[src/rtl/divq_pkg.sv]
package divq_pkg;

    localparam int DIV_W     = 32;
    localparam int HALF_W    = DIV_W / 2;
    localparam int DBL_W     = 2 * DIV_W;
    localparam int CNT_W     = $clog2(DBL_W + 1);
    localparam int REG_IDX_W = 3;

    typedef enum logic [1:0] {
        FORM_WORD     = 2'b00,
        FORM_LONG     = 2'b01,
        FORM_QUAD     = 2'b10,
        FORM_QUAD_ALT = 2'b11
    } div_form_e;

    typedef enum logic [1:0] {
        ST_IDLE,
        ST_CHECK,
        ST_RUN,
        ST_FIX
    } div_state_e;

    typedef struct packed {
        div_form_e              form;
        logic                   sgn;
        logic [DIV_W-1:0]       qval;
        logic [DIV_W-1:0]       rval;
        logic [DIV_W-1:0]       dvs;
        logic [REG_IDX_W-1:0]   qidx;
        logic [REG_IDX_W-1:0]   ridx;
    } div_req_t;

    typedef struct packed {
        logic [DBL_W-1:0] dvd_mag;
        logic [DIV_W-1:0] dvs_mag;
        logic             q_neg;
        logic             r_neg;
        logic             dvs_zero;
    } div_ops_t;

    function automatic logic is_quad(div_form_e f);
        return f[1];
    endfunction

    function automatic logic [CNT_W-1:0] iter_count(div_form_e f);
        return f[1] ? CNT_W'(DBL_W) : CNT_W'(DIV_W);
    endfunction

endpackage

[src/rtl/divq_prep.sv]
module divq_prep
    import divq_pkg::*;
(
    input  div_req_t req,
    output div_ops_t ops
);
    logic [DBL_W-1:0] dvd_s;
    logic [DIV_W-1:0] dvs_s;
    logic             dvd_neg;
    logic             dvs_neg;

    always_comb begin
        if (is_quad(req.form))
            dvd_s = {req.rval, req.qval};
        else if (req.sgn)
            dvd_s = {{DIV_W{req.qval[DIV_W-1]}}, req.qval};
        else
            dvd_s = {{DIV_W{1'b0}}, req.qval};

        if (req.form == FORM_WORD)
            dvs_s = req.sgn ? {{HALF_W{req.dvs[HALF_W-1]}}, req.dvs[HALF_W-1:0]}
                            : {{HALF_W{1'b0}}, req.dvs[HALF_W-1:0]};
        else
            dvs_s = req.dvs;

        dvd_neg = req.sgn & dvd_s[DBL_W-1];
        dvs_neg = req.sgn & dvs_s[DIV_W-1];

        ops.dvd_mag  = dvd_neg ? -dvd_s : dvd_s;
        ops.dvs_mag  = dvs_neg ? -dvs_s : dvs_s;
        ops.q_neg    = dvd_neg ^ dvs_neg;
        ops.r_neg    = dvd_neg;
        ops.dvs_zero = (dvs_s == '0);
    end
endmodule

[src/rtl/divq_core.sv]
module divq_core
    import divq_pkg::*;
(
    input  logic             clk,
    input  logic             rst,
    input  logic             load,
    input  logic             step,
    input  logic             quad,
    input  logic [DBL_W-1:0] dvd_in,
    input  logic [DIV_W-1:0] dvs_in,
    output logic [DBL_W-1:0] quo,
    output logic [DIV_W-1:0] rem
);
    logic [DBL_W-1:0] sh_q;
    logic [DIV_W-1:0] r_q;
    logic [DIV_W-1:0] d_q;
    logic [DIV_W:0]   r_sh;
    logic             fits;
    logic [DIV_W-1:0] sub;

    always_comb begin
        r_sh = {r_q, sh_q[DBL_W-1]};
        fits = (r_sh >= {1'b0, d_q});
        sub  = r_sh[DIV_W-1:0] - d_q;
    end

    always_ff @(posedge clk) begin
        if (rst) begin
            sh_q <= '0;
            r_q  <= '0;
            d_q  <= '0;
        end else if (load) begin
            sh_q <= quad ? dvd_in : {dvd_in[DIV_W-1:0], {DIV_W{1'b0}}};
            r_q  <= '0;
            d_q  <= dvs_in;
        end else if (step) begin
            sh_q <= {sh_q[DBL_W-2:0], fits};
            r_q  <= fits ? sub : r_sh[DIV_W-1:0];
        end
    end

    assign quo = sh_q;
    assign rem = r_q;
endmodule

[src/rtl/divq_post.sv]
module divq_post
    import divq_pkg::*;
(
    input  div_form_e        form,
    input  logic             sgn,
    input  logic             q_neg,
    input  logic             r_neg,
    input  logic [DBL_W-1:0] quo,
    input  logic [DIV_W-1:0] rem,
    output logic [DIV_W-1:0] res_q,
    output logic [DIV_W-1:0] res_r,
    output logic             ovf
);
    logic [DBL_W-1:0] q_full;
    logic [DBL_W-HALF_W:0] w_top;
    logic [DIV_W:0]        l_top;

    always_comb begin
        q_full = q_neg ? -quo : quo;
        res_r  = r_neg ? -rem : rem;
        res_q  = q_full[DIV_W-1:0];
        w_top  = q_full[DBL_W-1:HALF_W-1];
        l_top  = q_full[DBL_W-1:DIV_W-1];
        if (form == FORM_WORD)
            ovf = sgn ? !((&w_top) || !(|w_top)) : |q_full[DBL_W-1:HALF_W];
        else
            ovf = sgn ? !((&l_top) || !(|l_top)) : |q_full[DBL_W-1:DIV_W];
    end
endmodule

[src/rtl/divq_unit.sv]
module divq_unit
    import divq_pkg::*;
(
    input  logic                 clk,
    input  logic                 rst,
    input  logic                 start,
    input  logic [1:0]           form,
    input  logic                 sgn,
    input  logic [DIV_W-1:0]     qreg_val,
    input  logic [DIV_W-1:0]     rreg_val,
    input  logic [DIV_W-1:0]     divisor,
    input  logic [REG_IDX_W-1:0] q_idx,
    input  logic [REG_IDX_W-1:0] r_idx,
    output logic                 busy,
    output logic                 done,
    output logic                 dz_trap,
    output logic                 q_we,
    output logic [REG_IDX_W-1:0] q_widx,
    output logic [DIV_W-1:0]     q_wdata,
    output logic                 r_we,
    output logic [REG_IDX_W-1:0] r_widx,
    output logic [DIV_W-1:0]     r_wdata,
    output logic                 flag_n,
    output logic                 flag_z,
    output logic                 flag_v,
    output logic                 flag_c
);
    div_state_e       st;
    div_req_t         req_q;
    div_ops_t         ops;
    logic [CNT_W-1:0] cnt;
    logic [DBL_W-1:0] quo;
    logic [DIV_W-1:0] rem;
    logic [DIV_W-1:0] res_q;
    logic [DIV_W-1:0] res_r;
    logic             ovf;
    logic             core_load;
    logic             core_step;

    divq_prep u_prep (
        .req (req_q),
        .ops (ops)
    );

    assign core_load = (st == ST_CHECK) && !ops.dvs_zero;
    assign core_step = (st == ST_RUN);

    divq_core u_core (
        .clk    (clk),
        .rst    (rst),
        .load   (core_load),
        .step   (core_step),
        .quad   (is_quad(req_q.form)),
        .dvd_in (ops.dvd_mag),
        .dvs_in (ops.dvs_mag),
        .quo    (quo),
        .rem    (rem)
    );

    divq_post u_post (
        .form  (req_q.form),
        .sgn   (req_q.sgn),
        .q_neg (ops.q_neg),
        .r_neg (ops.r_neg),
        .quo   (quo),
        .rem   (rem),
        .res_q (res_q),
        .res_r (res_r),
        .ovf   (ovf)
    );

    always_ff @(posedge clk) begin
        if (rst) begin
            st      <= ST_IDLE;
            req_q   <= '0;
            cnt     <= '0;
            done    <= 1'b0;
            dz_trap <= 1'b0;
            q_we    <= 1'b0;
            r_we    <= 1'b0;
            q_wdata <= '0;
            r_wdata <= '0;
            flag_n  <= 1'b0;
            flag_z  <= 1'b0;
            flag_v  <= 1'b0;
        end else begin
            done    <= 1'b0;
            dz_trap <= 1'b0;
            q_we    <= 1'b0;
            r_we    <= 1'b0;
            unique case (st)
                ST_IDLE: begin
                    if (start) begin
                        req_q <= '{form: div_form_e'(form), sgn: sgn, qval: qreg_val,
                                   rval: rreg_val, dvs: divisor, qidx: q_idx, ridx: r_idx};
                        st    <= ST_CHECK;
                    end
                end
                ST_CHECK: begin
                    if (ops.dvs_zero) begin
                        done    <= 1'b1;
                        dz_trap <= 1'b1;
                        st      <= ST_IDLE;
                    end else begin
                        cnt <= iter_count(req_q.form);
                        st  <= ST_RUN;
                    end
                end
                ST_RUN: begin
                    cnt <= cnt - CNT_W'(1);
                    if (cnt == CNT_W'(1))
                        st <= ST_FIX;
                end
                ST_FIX: begin
                    done <= 1'b1;
                    st   <= ST_IDLE;
                    if (ovf) begin
                        flag_v <= 1'b1;
                    end else begin
                        flag_v  <= 1'b0;
                        flag_n  <= res_q[DIV_W-1];
                        flag_z  <= (res_q == '0);
                        q_we    <= 1'b1;
                        q_wdata <= (req_q.form == FORM_WORD)
                                   ? {res_r[HALF_W-1:0], res_q[HALF_W-1:0]} : res_q;
                        r_we    <= (req_q.form != FORM_WORD) && (req_q.ridx != req_q.qidx);
                        r_wdata <= res_r;
                    end
                end
                default: st <= ST_IDLE;
            endcase
        end
    end

    assign busy   = (st != ST_IDLE);
    assign q_widx = req_q.qidx;
    assign r_widx = req_q.ridx;
    assign flag_c = 1'b0;
endmodule

[config.mk]
export PLATFORM = sky130hd
export DESIGN_NAME = divq_unit
export DESIGN_NICKNAME = d
export VERILOG_FILES = /design/src/rtl/divq_pkg.sv /design/src/rtl/divq_prep.sv /design/src/rtl/divq_core.sv /design/src/rtl/divq_post.sv /design/src/rtl/divq_unit.sv
export SDC_FILE = /design/constraint.sdc
export NUM_CORES = 1
export LEC_CHECK = 0
export ABC_AREA = 1
export BUFFER_PORTS_ARGS = -buffer_cell sky130_fd_sc_hd__buf_2
export CORE_UTILIZATION = 58
export CTS_CLUSTER_SIZE = 10
export DETAILED_ROUTE_END_ITERATION = 8
export PLACE_DENSITY = 0.78
export SYNTH_ARGS = -nofsm -noshare
export SYNTH_HDL_FRONTEND = slang
export SYNTH_HIERARCHICAL = 1
export SYNTH_SLANG_ARGS = --single-unit
[constraint.sdc]
create_clock -name clk -period 4.4 [get_ports clk]
set_clock_uncertainty 0.1 [all_clocks]
set_input_delay 0 -clock clk [delete_from_list [all_inputs] [get_ports clk]]
set_output_delay 0 -clock clk [all_outputs]
set_load 0.03 [all_outputs]
==> summary.md, run 1 <==
| Metric | Value |
|---|---|
| Clock sinks | `around 310` |
| GPL Wtd Cong | `1.052` |
| Commonest cells after routing, fill and taps aside | `1,036 x nand2_1, 671 x nor2_1, 378 x inv_1` |
| Drt pass-1 iters | `6` |
| Initial DRC count | `around 2,600` |
| Post-DP HPWL | `between 50,000 and 60,000 µm` |
| Avg WL per Cell | `around 16 µm` |
| Crit-path max FO | `62` |
| Max frequency | `approximately 260 MHz` |
| Synth Instances | `approximately 3,900` |
| Most used cell, CP | `nand2_1` |
| Delay of the slowest cell on the worst path | `roughly 0.45 ns` |
| Worst endpoint required time | `approximately 4.8 ns` |
| Post-CTS Setup Bufs | `0` |
| Worst setup SP type | `register` |
| Mapped Nets | `about 4,000` |
| VDD IR max | `approximately 330 µV` |
| Worst hold start | `rreg_val[24]` |
| RSZ-0062 raised after global routing | `false` |
| Initial antenna violation count | `2` |
| Vias per cell | `5.513` |
| Leakage | `between 10 and 15 nW` |
| CORE AREA | `~39,000 µm²` |
| Die height | `199.8 µm` |
| Clk Latency, worst-skew pair | `~0.56 ns` |
| Flop-to-flop setup slack | `just over 0.5 ns` |
| CP Launch Point | `req_q[102]` |
| Crit. End Element | `register` |
| Final TNS setup | `0 ns` |
| Netlist cell types | `48` |
| Synth Cell Area | `around 23,000 µm²` |
| Average size of a mapped cell | `between 5 and 6 µm²` |
| DRT Wirelength | `roughly 74,000 µm` |
| Layout cells sized above 1 | `under 10%` |
| Setup violators final | `0` |
| I/O Pins | `between 150 and 200` |
| Number of H-tree levels | `2` |
| Tightest Pin Transition | `roughly 1.2 ns` |
| WHS Path Cells | `4` |
| First-pass GRT wire length | `~120,000 µm` |
| R2R Path End | `q_wdata[26]` |
| PnR worst setup slack | `around 0.5 ns` |
| Die area | `between 30,000 and 40,000 µm²` |
| Ys Warns | `6` |
| Total CTS buffers | `40` |
| CTS tree | `done` |
| Via count | `25,170` |
| Commonest non-fill, non-tap cell in the layout | `nand2_1` |
| Pwr per Cell Area | `around 420 nW/µm²` |
| Crit Reg-Reg Startpoint | `req_q[102]` |
| Final hold slack | `0.1382 ns` |
| Hold path endpoint | `req_q[62]` |
| CTS Buffer Depth | `3` |
| Row cnt | `between 70 and 80` |
| Final hold violation count | `0` |
| Post-layout util | `66.95%` |
| Initial Util | `58.74%` |
| Final #Nets | `around 4,200` |
| Setup slack after placement | `between 0.5 and 0.6 ns` |
| Slew Limit Headroom | `between 20% and 30%` |
| Status | `finished, final reports clean` |
| DRC Markers | `0` |
| Pin count of the biggest net entering global routing | `around 100` |
| Final ANT Viol Nets | `0` |
| Port bufs | `~190` |
| Reg2reg path depth | `25` |
| Syn-to-layout area delta | `13.98%` |
| Total grt overflow | `0` |
| Worst EP arrival | `4.26 ns` |
| Register area share after synthesis | `~28%` |
| CTS clock-pin slew for the worst setup and hold paths | `about 0.050 ns` |
| Slowest CP cell | `dfxtp_1` |
| Vias in the first global route | `between 20,000 and 25,000` |
| Max-slew violations | `0` |
| Synth Register Bits | `between 300 and 400` |
| Max Cap Violations | `0` |
| Crit share post-route | `just under 90%` |
| Setup CP Type | `reg -> reg` |
| Chip Width | `199.8 µm` |
| All-Layer GR Usage | `approximately 37%` |
| Hold crit path type | `in -> reg` |
| Root Driver | `clkbuf_16` |
| Fin crit period | `about 3.9 ns` |
==> where the power goes <==
part           switching, mW  internal, mW
sequential             0.362          3.10
clock                   1.19          1.93
combinational           2.96          1.43
==> sequential cells by signal, indices dropped and copies added, names as in the netlist, 3 cells and up, named ones only <==
| name | count |
|---|---|
| req_q | 99 |
| u_core/quo | 64 |
| q_wdata | 32 |
| r_wdata | 32 |
| u_core/d_q | 32 |
| u_core/rem | 32 |
| cnt | 7 |
| q_widx | 3 |
| r_widx | 3 |
==> routing by layer <==
layer  up-vias  track usage, %  share of wire [%]
li1      12550               -                  -
met1     11260           52.56                 45
met3       138           6.552                9.7
met4         0           13.60                3.4
met2      1218           54.78                 42
met5         -               0                  0
==> synth_stat cells, drive strengths merged <==
cell,n,area [µm²]
a21oi,199,1026
xor2,72,630.6
nand3,325,1687
xnor2,58,508.0
nand4,37,231.5
clkbuf,94,354.1
o22ai,5,31.28
nor3,18,95.09
a221oi,2,17.52
nor3b,1,7.510
clkinv,6,22.52
o21ai,353,1800
or2,4,25.03
conb,1,3.750
a31oi,3,18.77
dfxtp,313,6266
o21bai,5,37.54
ha,38,475.5
nor2,713,2816
nor4,2,12.51
inv,396,1489
o31ai,3,22.52
buf,85,618.1
o211ai,8,60.06
o21a,2,15.01
nand2,1057,4040
and2,7,43.79
fa,1,20.02
nand3b,43,326.6
==> stage by stage <==
stage               cell area (µm²)  power, mW  instances
finish                        25870      10.97       4565
global route                  25870      11.65       4565
global placement              23610      7.627       4405
detailed placement            23610      7.643       4405
CTS                           25860      10.83       4563
floorplan                     22700      6.679       3851
==> cell type report <==
cell class,instances,area (µm²)
Inverter,402,1519
Clock inverter,7,141.4
Tap cell,518,648.1
Multi-Input combinational cell,2957,13970
Clock buffer,46,1065
Sequential cell,313,6267
Fill cell,3652,12770
Timing Repair Buffer,320,2256
Antenna cell,2,5.005
==> how the worst max path moves through the flow <==
stage             endpoint  slack (ns)  cells after the start
6_report       q_wdata[26]        0.51                     25
3_5_place_dp   q_wdata[19]        0.54                     25
4_1_cts        q_wdata[26]        0.54                     25
5_1_grt               r_we        0.04                     25
3_3_place_gp   q_wdata[30]        0.62                     26
2_1_floorplan   q_wdata[0]        0.64                     29
==> worst max-delay path: cells and delay by family (launching register included) <==
family / cells / cell delay, ns
simple gates: 15 / 1.43
buf+inv: 5 / 0.80
xor+xnor: 1 / 0.30
compound gates: 4 / 0.73
flops: 1 / 0.45
==> kinds of logic after synthesis <==
group	count (synthesis)	share of synthesized area, %
AND/OR/NAND/NOR	2207	40.90
buffers and inverters	581	10.94
AO/OA/AOI/OAI	580	13.34
flip-flops	313	27.60
XOR/XNOR	130	5.015
adder cells (fa/ha/maj)	39	2.183
other	1	0.01652
==> repair_timing <==
action | CTS | global route
hold endpoints to repair | 116 | 0
endpoints found under the setup margin | 0 | 4
hold buffers | 105 | 0
resized for setup | 0 | 2
No activity file was read; power rests on OpenSTA's default activity.
==> inputs of run 2 (changes only) <==
--- a/config.mk
+++ b/config.mk
@@ -7,10 +7,9 @@
 export LEC_CHECK = 0
 export ABC_AREA = 1
 export BUFFER_PORTS_ARGS = -buffer_cell sky130_fd_sc_hd__buf_2
-export CORE_UTILIZATION = 58
+export CORE_UTILIZATION = 30
 export CTS_CLUSTER_SIZE = 10
 export DETAILED_ROUTE_END_ITERATION = 8
-export PLACE_DENSITY = 0.78
 export SYNTH_ARGS = -nofsm -noshare
 export SYNTH_HDL_FRONTEND = slang
 export SYNTH_HIERARCHICAL = 1
==> run 2 against run 1 <==
Sequential share of layout area down 0.52 points. Count of clock-buffer cells in the layout decreased by 2. Fmax fell by 3.1%. Clock power is 5% lower. Wire length rose by 15%. Register-to-register slack got worse by 0.13 ns. Global-route usage fell by 15 points. Total power fell by 0.25%. Non-clock buffer count up 13. Critical path depth decreased by 5.
==> summary.md, run 2 (same netlist as run 1, synthesis figures left out) <==
| Metric | Value |
|---|---|
| Status | `finished, final reports clean (unchanged)` |
| Hold path endpoint | `req_q[83] (was req_q[62])` |
| Flop-to-flop setup slack | `0.38 ns (was 0.51 ns)` |
| Pin count of the biggest net entering global routing | `88 (was 104)` |
| Total grt overflow | `0 (unchanged)` |
| Syn-to-layout area delta | `16.48% (was 13.98%)` |
| Drt pass-1 iters | `6 (unchanged)` |
| DRT Wirelength | `85,750 µm (was 74,410 µm)` |
| Die height | `277.1 µm (was 199.8 µm)` |
| Commonest cells after routing, fill and taps aside | `1,036 x nand2_1, 671 x nor2_1, 378 x inv_1 (unchanged)` |
| Filler Cells Inserted | `8,240 (was 3,652)` |
| PnR worst setup slack | `0.3794 ns (was 0.5057 ns)` |
| Row cnt | `100 (was 72)` |
| Post-layout util | `35.40% (was 66.95%)` |
| Initial DRC count | `2,365 (was 2,647)` |
| Crit-path max FO | `61 (was 62)` |
| DRC Markers | `0 (unchanged)` |
| Die area | `76,780 µm² (was 39,940 µm²)` |
| Vias in the first global route | `22,720 (was 22,140)` |
| Avg WL per Cell | `17.06 µm (was 16.30 µm)` |
| CTS clock-pin slew for the worst setup and hold paths | `0.05 ns (about the same)` |
| All-Layer GR Usage | `21.57% (was 36.76%)` |
| Commonest non-fill, non-tap cell in the layout | `nand2_1 (unchanged)` |
| Pwr per Cell Area | `413.7 nW/µm² (was 423.8 nW/µm²)` |
| Initial antenna violation count | `0 (was 2)` |
| Hold crit path type | `in -> reg (unchanged)` |
| R2R Path End | `q_wdata[30] (was q_wdata[26])` |
| Worst setup SP type | `register (unchanged)` |
| Initial Util | `30.39% (was 58.74%)` |
| VDD IR max | `311.1 µV (was 328.1 µV)` |
| Tightest Pin Transition | `1.263 ns (was 1.187 ns)` |
| Final ANT Viol Nets | `0 (unchanged)` |
| CTS tree | `done (unchanged)` |
| Crit share post-route | `91.38% (was 88.51%)` |
| Max reg flops | `99 (unchanged)` |
| Max-slew violations | `0 (unchanged)` |
| CORE AREA | `74,700 µm² (was 38,650 µm²)` |
| Biggest register | `req_q (unchanged)` |
| Reg2reg path depth | `20 (was 25)` |
| Layout cells sized above 1 | `9.539% (was 9.345%)` |
| GPL Wtd Cong | `1.020 (was 1.052)` |
| I/O Pins | `187 (unchanged)` |
| Via count | `25,210 (was 25,170)` |
| CTS Buffer Depth | `3 (unchanged)` |
| Clk Latency, worst-skew pair | `0.58 ns (was 0.56 ns)` |
| Vias per cell | `5.016 (was 5.513)` |
| Fin crit period | `4.021 ns (was 3.894 ns)` |
| Leakage | `13.20 nW (was 13.18 nW)` |
| Number of H-tree levels | `2 (unchanged)` |
| Root Driver | `clkbuf_16 (unchanged)` |
| Antenna cells | `0 (was 2)` |
| WHS Path Cells | `4 (unchanged)` |
| Crit. End Element | `register (unchanged)` |
| Worst endpoint required time | `4.80 ns (was 4.77 ns)` |
| Clock sinks | `313 (unchanged)` |
| Setup CP Type | `reg -> reg (unchanged)` |
| Setup violators final | `0 (unchanged)` |
| Max Cap Violations | `0 (unchanged)` |
| Chip Width | `277.1 µm (was 199.8 µm)` |
| Setup slack after placement | `0.3966 ns (was 0.5405 ns)` |
| First-pass GRT wire length | `131,000 µm (was 116,300 µm)` |
| Worst EP arrival | `4.42 ns (was 4.26 ns)` |
| Port bufs | `185 (unchanged)` |
| Slew Limit Headroom | `15.68% (was 20.76%)` |
| Post-DP HPWL | `65,830 µm (was 54,160 µm)` |
| Worst hold start | `qreg_val[13] (was rreg_val[24])` |
| Final #Nets | `4,193 (was 4,181)` |
| Crit Reg-Reg Startpoint | `req_q[104] (was req_q[102])` |
| Total CTS buffers | `39 (was 40)` |
| Max frequency | `248.7 MHz (was 256.8 MHz)` |
| Final hold violation count | `0 (unchanged)` |
run 2: cell types whose count changed in the layout (fill, tap and decap cells not counted), sizes merged:
cell,delta
bufinv,-3
dlygate4sd3,+2
clkinv,+2
diode,-2
inv,+2
buf,+10
clkbuf,-1
run 2: layout make-up:
class | instances | area [µm²] | area share (%)
clock buffers | 44 | 1005 | 3.800
inverters | 402 | 1519 | 5.744
flip-flops and latches | 313 | 6267 | 23.70
well taps | 969 | 1212 | 4.585
clock inverters | 8 | 86.33 | 0.3265
multi-input cells | 2957 | 13970 | 52.84
repair buffers | 333 | 2380 | 9.000
run 2: what timing repair did:
| action | in CTS | in global routing |
|---|---|---|
| hold endpoints to repair | 117 | 0 |
| setup endpoints to repair | 0 | 5 |
| hold buffers | 107 | 0 |
| resized for setup | 0 | 3 |
| setup buffers | 0 | 2 |
run 2: routing by layer:
layer | share of wire [%] | GRT usage [%]
met4 | 2.3 | 5.527
met2 | 42 | 32.28
met3 | 7.8 | 3.442
met5 | 0 | 0
met1 | 48 | 31.69
run 2: where the power goes:
| part | internal, mW | leakage [nW] | switching, mW | total (mW) |
|---|---|---|---|---|
| registers | 3.10 | 2.56 | 0.400 | 3.50 |
| logic | 1.43 | 10.1 | 3.06 | 4.49 |
| clock network | 1.67 | 0.537 | 1.28 | 2.95 |
run 2: worst max-delay path by stage:
stage                  endpoint  slack, ns  cells after the start  startpoint
floorplan            q_wdata[0]       0.64                     29  req_q[104]
global placement         flag_z       0.35                     22  req_q[102]
detailed placement       flag_z       0.40                     22  req_q[102]
CTS                      flag_z       0.39                     22  req_q[102]
global route         q_wdata[6]      -0.03                     28  req_q[102]
finish              q_wdata[30]       0.38                     20  req_q[104]
run 2: worst max-delay path, cell delays in order (launching register included):
cell,delay [ns]
dfxtp_2,0.37
nor2_4,0.14
inv_2,0.04
nand2_1,0.08
nand2_1,0.14
o21ai_4,0.60
buf_12,0.26
nand2_1,0.19
nand4_1,0.15
nand2_1,0.19
nor2_1,0.28
nand3_1,0.11
nor2_1,0.13
nand3_1,0.08
nand2_1,0.07
inv_1,0.03
nand3b_2,0.23
nor2_4,0.16
buf_12,0.26
o21ai_0,0.13
o21ai_0,0.15
run 2: metrics by stage:
stage / std cells / power (mW) / hold slack, ns / TNS, ns / instance area (µm²)
global route: 5026 / 11.68 / 0.1090 / -0.06240 / 26440
CTS: 5023 / 10.90 / 0.07770 / 0 / 26390
detailed placement: 4864 / 7.851 / 0.1477 / 0 / 24230
floorplan: 3851 / 6.679 / 0.04602 / 0 / 22700
finish: 5026 / 10.94 / 0.1009 / 0 / 26440
global placement: 4864 / 7.853 / 0.1497 / 0 / 24230
==> inputs of run 3 (changes only) <==
--- a/config.mk
+++ b/config.mk
@@ -7,9 +7,11 @@
 export LEC_CHECK = 0
 export ABC_AREA = 1
 export BUFFER_PORTS_ARGS = -buffer_cell sky130_fd_sc_hd__buf_2
+export CORE_MARGIN = 2
 export CORE_UTILIZATION = 30
 export CTS_CLUSTER_SIZE = 10
 export DETAILED_ROUTE_END_ITERATION = 8
+export PLACE_DENSITY_LB_ADDON = 0.3
 export SYNTH_ARGS = -nofsm -noshare
 export SYNTH_HDL_FRONTEND = slang
 export SYNTH_HIERARCHICAL = 1
==> run 3 against run 2 <==
Largest cell class unchanged. Fmax decreased by 1.1%. First-iteration DRC count increased by 2.6%. Largest power group unchanged. Highest routed layer unchanged. Final area increased by 0.64%. Wire length decreased by 1.5%. Cell count increased by 0.22%.
==> summary.md, run 3 (same netlist as run 1, synthesis figures left out) <==
| Metric | Value |
|---|---|
| Max Cap Violations | `0 (unchanged)` |
| Die area | `77,890 µm² (was 76,780 µm²)` |
| Slew Limit Headroom | `36.53% (was 15.68%)` |
| Avg WL per Cell | `16.77 µm (was 17.06 µm)` |
| Crit. End Element | `register (unchanged)` |
| Clock sinks | `313 (unchanged)` |
| Port bufs | `185 (unchanged)` |
| Most used cell, CP | `nand2_1 (unchanged)` |
| Crit-path max FO | `66 (was 61)` |
| Drt pass-1 iters | `6 (unchanged)` |
| Placed instance count | `4,863 (was 4,864)` |
| CORE AREA | `74,700 µm² (unchanged)` |
| Max-slew violations | `0 (unchanged)` |
| Finished Layout Cells | `5,037 (was 5,026)` |
| I/O Pins | `187 (unchanged)` |
| Syn-to-layout area delta | `17.22% (was 16.48%)` |
| Max reg flops | `99 (unchanged)` |
| Initial DRC count | `2,426 (was 2,365)` |
| CTS tree | `done (unchanged)` |
| Initial antenna violation count | `1 (was 0)` |
| Status | `finished, final reports clean (unchanged)` |
| Commonest non-fill, non-tap cell in the layout | `nand2_1 (unchanged)` |
| Hold crit path type | `in -> reg (unchanged)` |
| Chip Width | `279.1 µm (was 277.1 µm)` |
| Biggest register | `req_q (unchanged)` |
| All-Layer GR Usage | `20.95% (was 21.57%)` |
| Final TNS setup | `0 ns (unchanged)` |
| Clk Latency, worst-skew pair | `0.59 ns (was 0.58 ns)` |
| GPL Wtd Cong | `0.9895 (was 1.020)` |
| Number of H-tree levels | `2 (unchanged)` |
| DRT Wirelength | `84,460 µm (was 85,750 µm)` |
| Total grt overflow | `0 (unchanged)` |
| Worst endpoint required time | `4.77 ns (was 4.80 ns)` |
| Die height | `279.1 µm (was 277.1 µm)` |
| Vias per cell | `4.941 (was 5.016)` |
| Total CTS buffers | `41 (was 39)` |
| Leakage | `13.28 nW (was 13.20 nW)` |
| VDD IR max | `254.1 µV (was 311.1 µV)` |
| Final hold violation count | `0 (unchanged)` |
| Worst hold start | `rreg_val[30] (was qreg_val[13])` |
| Via count | `24,890 (was 25,210)` |
| Final ANT Viol Nets | `0 (unchanged)` |
| Vias in the first global route | `22,430 (was 22,720)` |
| Crit share post-route | `92.37% (was 91.38%)` |
| Setup CP Type | `reg -> reg (unchanged)` |
| Pwr per Cell Area | `420.8 nW/µm² (was 413.7 nW/µm²)` |
| Fin crit period | `4.064 ns (was 4.021 ns)` |
| CTS Buffer Depth | `3 (unchanged)` |
| Setup violators final | `0 (unchanged)` |
| Row cnt | `100 (unchanged)` |
| Worst setup SP type | `register (unchanged)` |
| Layout cells sized above 1 | `9.614% (was 9.539%)` |
| Tightest Pin Transition | `0.9506 ns (was 1.263 ns)` |
| Post-CTS Setup Bufs | `0 (unchanged)` |
| Initial Util | `30.39% (unchanged)` |
| Max frequency | `246.0 MHz (was 248.7 MHz)` |
| Crit Reg-Reg Startpoint | `req_q[104] (unchanged)` |
| Pin count of the biggest net entering global routing | `125 (was 88)` |
| DRC Markers | `0 (unchanged)` |
| CP Launch Point | `req_q[104] (unchanged)` |
| Commonest cells after routing, fill and taps aside | `1,035 x nand2_1, 671 x nor2_1, 379 x inv_1 (was 1,036 x nand2_1, 671 x nor2_1, 378 x inv_1)` |
| Final #Nets | `4,193 (unchanged)` |
| First-pass GRT wire length | `129,100 µm (was 131,000 µm)` |
| RSZ-0062 raised after global routing | `false` |
| Root Driver | `clkbuf_16 (unchanged)` |
| Slowest CP cell | `dfxtp_2 (was o21ai_4)` |
| Worst EP arrival | `4.43 ns (was 4.42 ns)` |
| Post-DP HPWL | `65,990 µm (was 65,830 µm)` |
| Delay of the slowest cell on the worst path | `0.36 ns (was 0.60 ns)` |
| CTS clock-pin slew for the worst setup and hold paths | `0.06 ns (was 0.05 ns)` |
[run 3: changes by cell type in the layout (fill, tap and decap cells not counted), moves of 2 or more]
cell           change
buf_12             +2
buf_4              -3
buf_6              -2
clkbuf_1           +4
clkbuf_16          +2
clkbuf_8           +3
dlygate4sd3_1      +2
[run 3: final cells by class]
type	instances	area, µm²
Antenna cell	1	2.502
Clock buffer	54	1136
Clock inverter	10	132.6
Fill cell	8275	48080
Inverter	402	1515
Multi-Input combinational cell	2957	13980
Sequential cell	313	6267
Tap cell	969	1212
Timing Repair Buffer	331	2370
[run 3: stage by stage]
stage	power (mW)	hold slack [ns]	worst slack [ns]	utilization [%]	area, µm²
after floorplan	6.679	0.04602	0.6415	-	22700
after global placement	7.832	0.1440	0.4069	32.46	24250
after detailed placement	7.838	0.1502	0.4173	32.46	24250
after CTS	11.21	0.06303	0.3890	35.62	26610
after global routing	11.98	0.1182	0.02831	35.63	26610
final	11.20	0.09907	0.3357	35.63	26610
[run 3: routing by layer]
layer  routed length [µm]  track usage (%)
met5                    0                0
met1                41200            30.85
met4                 2008            5.721
met2                35070            31.36
met3                 6179            3.196
[run 3: repair_timing]
action | in CTS | in global routing
setup endpoints to repair | 0 | 1
hold endpoints to repair | 118 | 0
hold buffers | 109 | 0
resized for setup | 0 | 1
[run 3: final timing paths]
| kind | depth (start not counted) | to | slack (ns) |
|---|---|---|---|
| worst max register to register | 28 | flag_z | 0.34 |
| worst min-delay path | 4 | req_q[68] | 0.1 |
| worst max-delay path | 28 | flag_z | 0.34 |
| worst min register to register | 2 | r_wdata[23] | 0.37 |
[run 3: where the power goes]
part / internal, mW / total, mW / leakage (nW) / switching [mW]
Sequential: 3.10 / 3.48 / 2.56 / 0.382
Clock: 1.92 / 3.26 / 0.621 / 1.34
Combinational: 1.43 / 4.46 / 10.1 / 3.03
Total: 6.45 / 11.2 / 13.3 / 4.74
[run 3: worst max-delay path: cells and delay by family (launching register included)]
family / cells / cell delay, ns
flip-flops: 1 / 0.36
buffers and inverters: 8 / 1.08
AND/OR/NAND/NOR: 16 / 1.74
AO/OA/AOI/OAI: 4 / 0.60
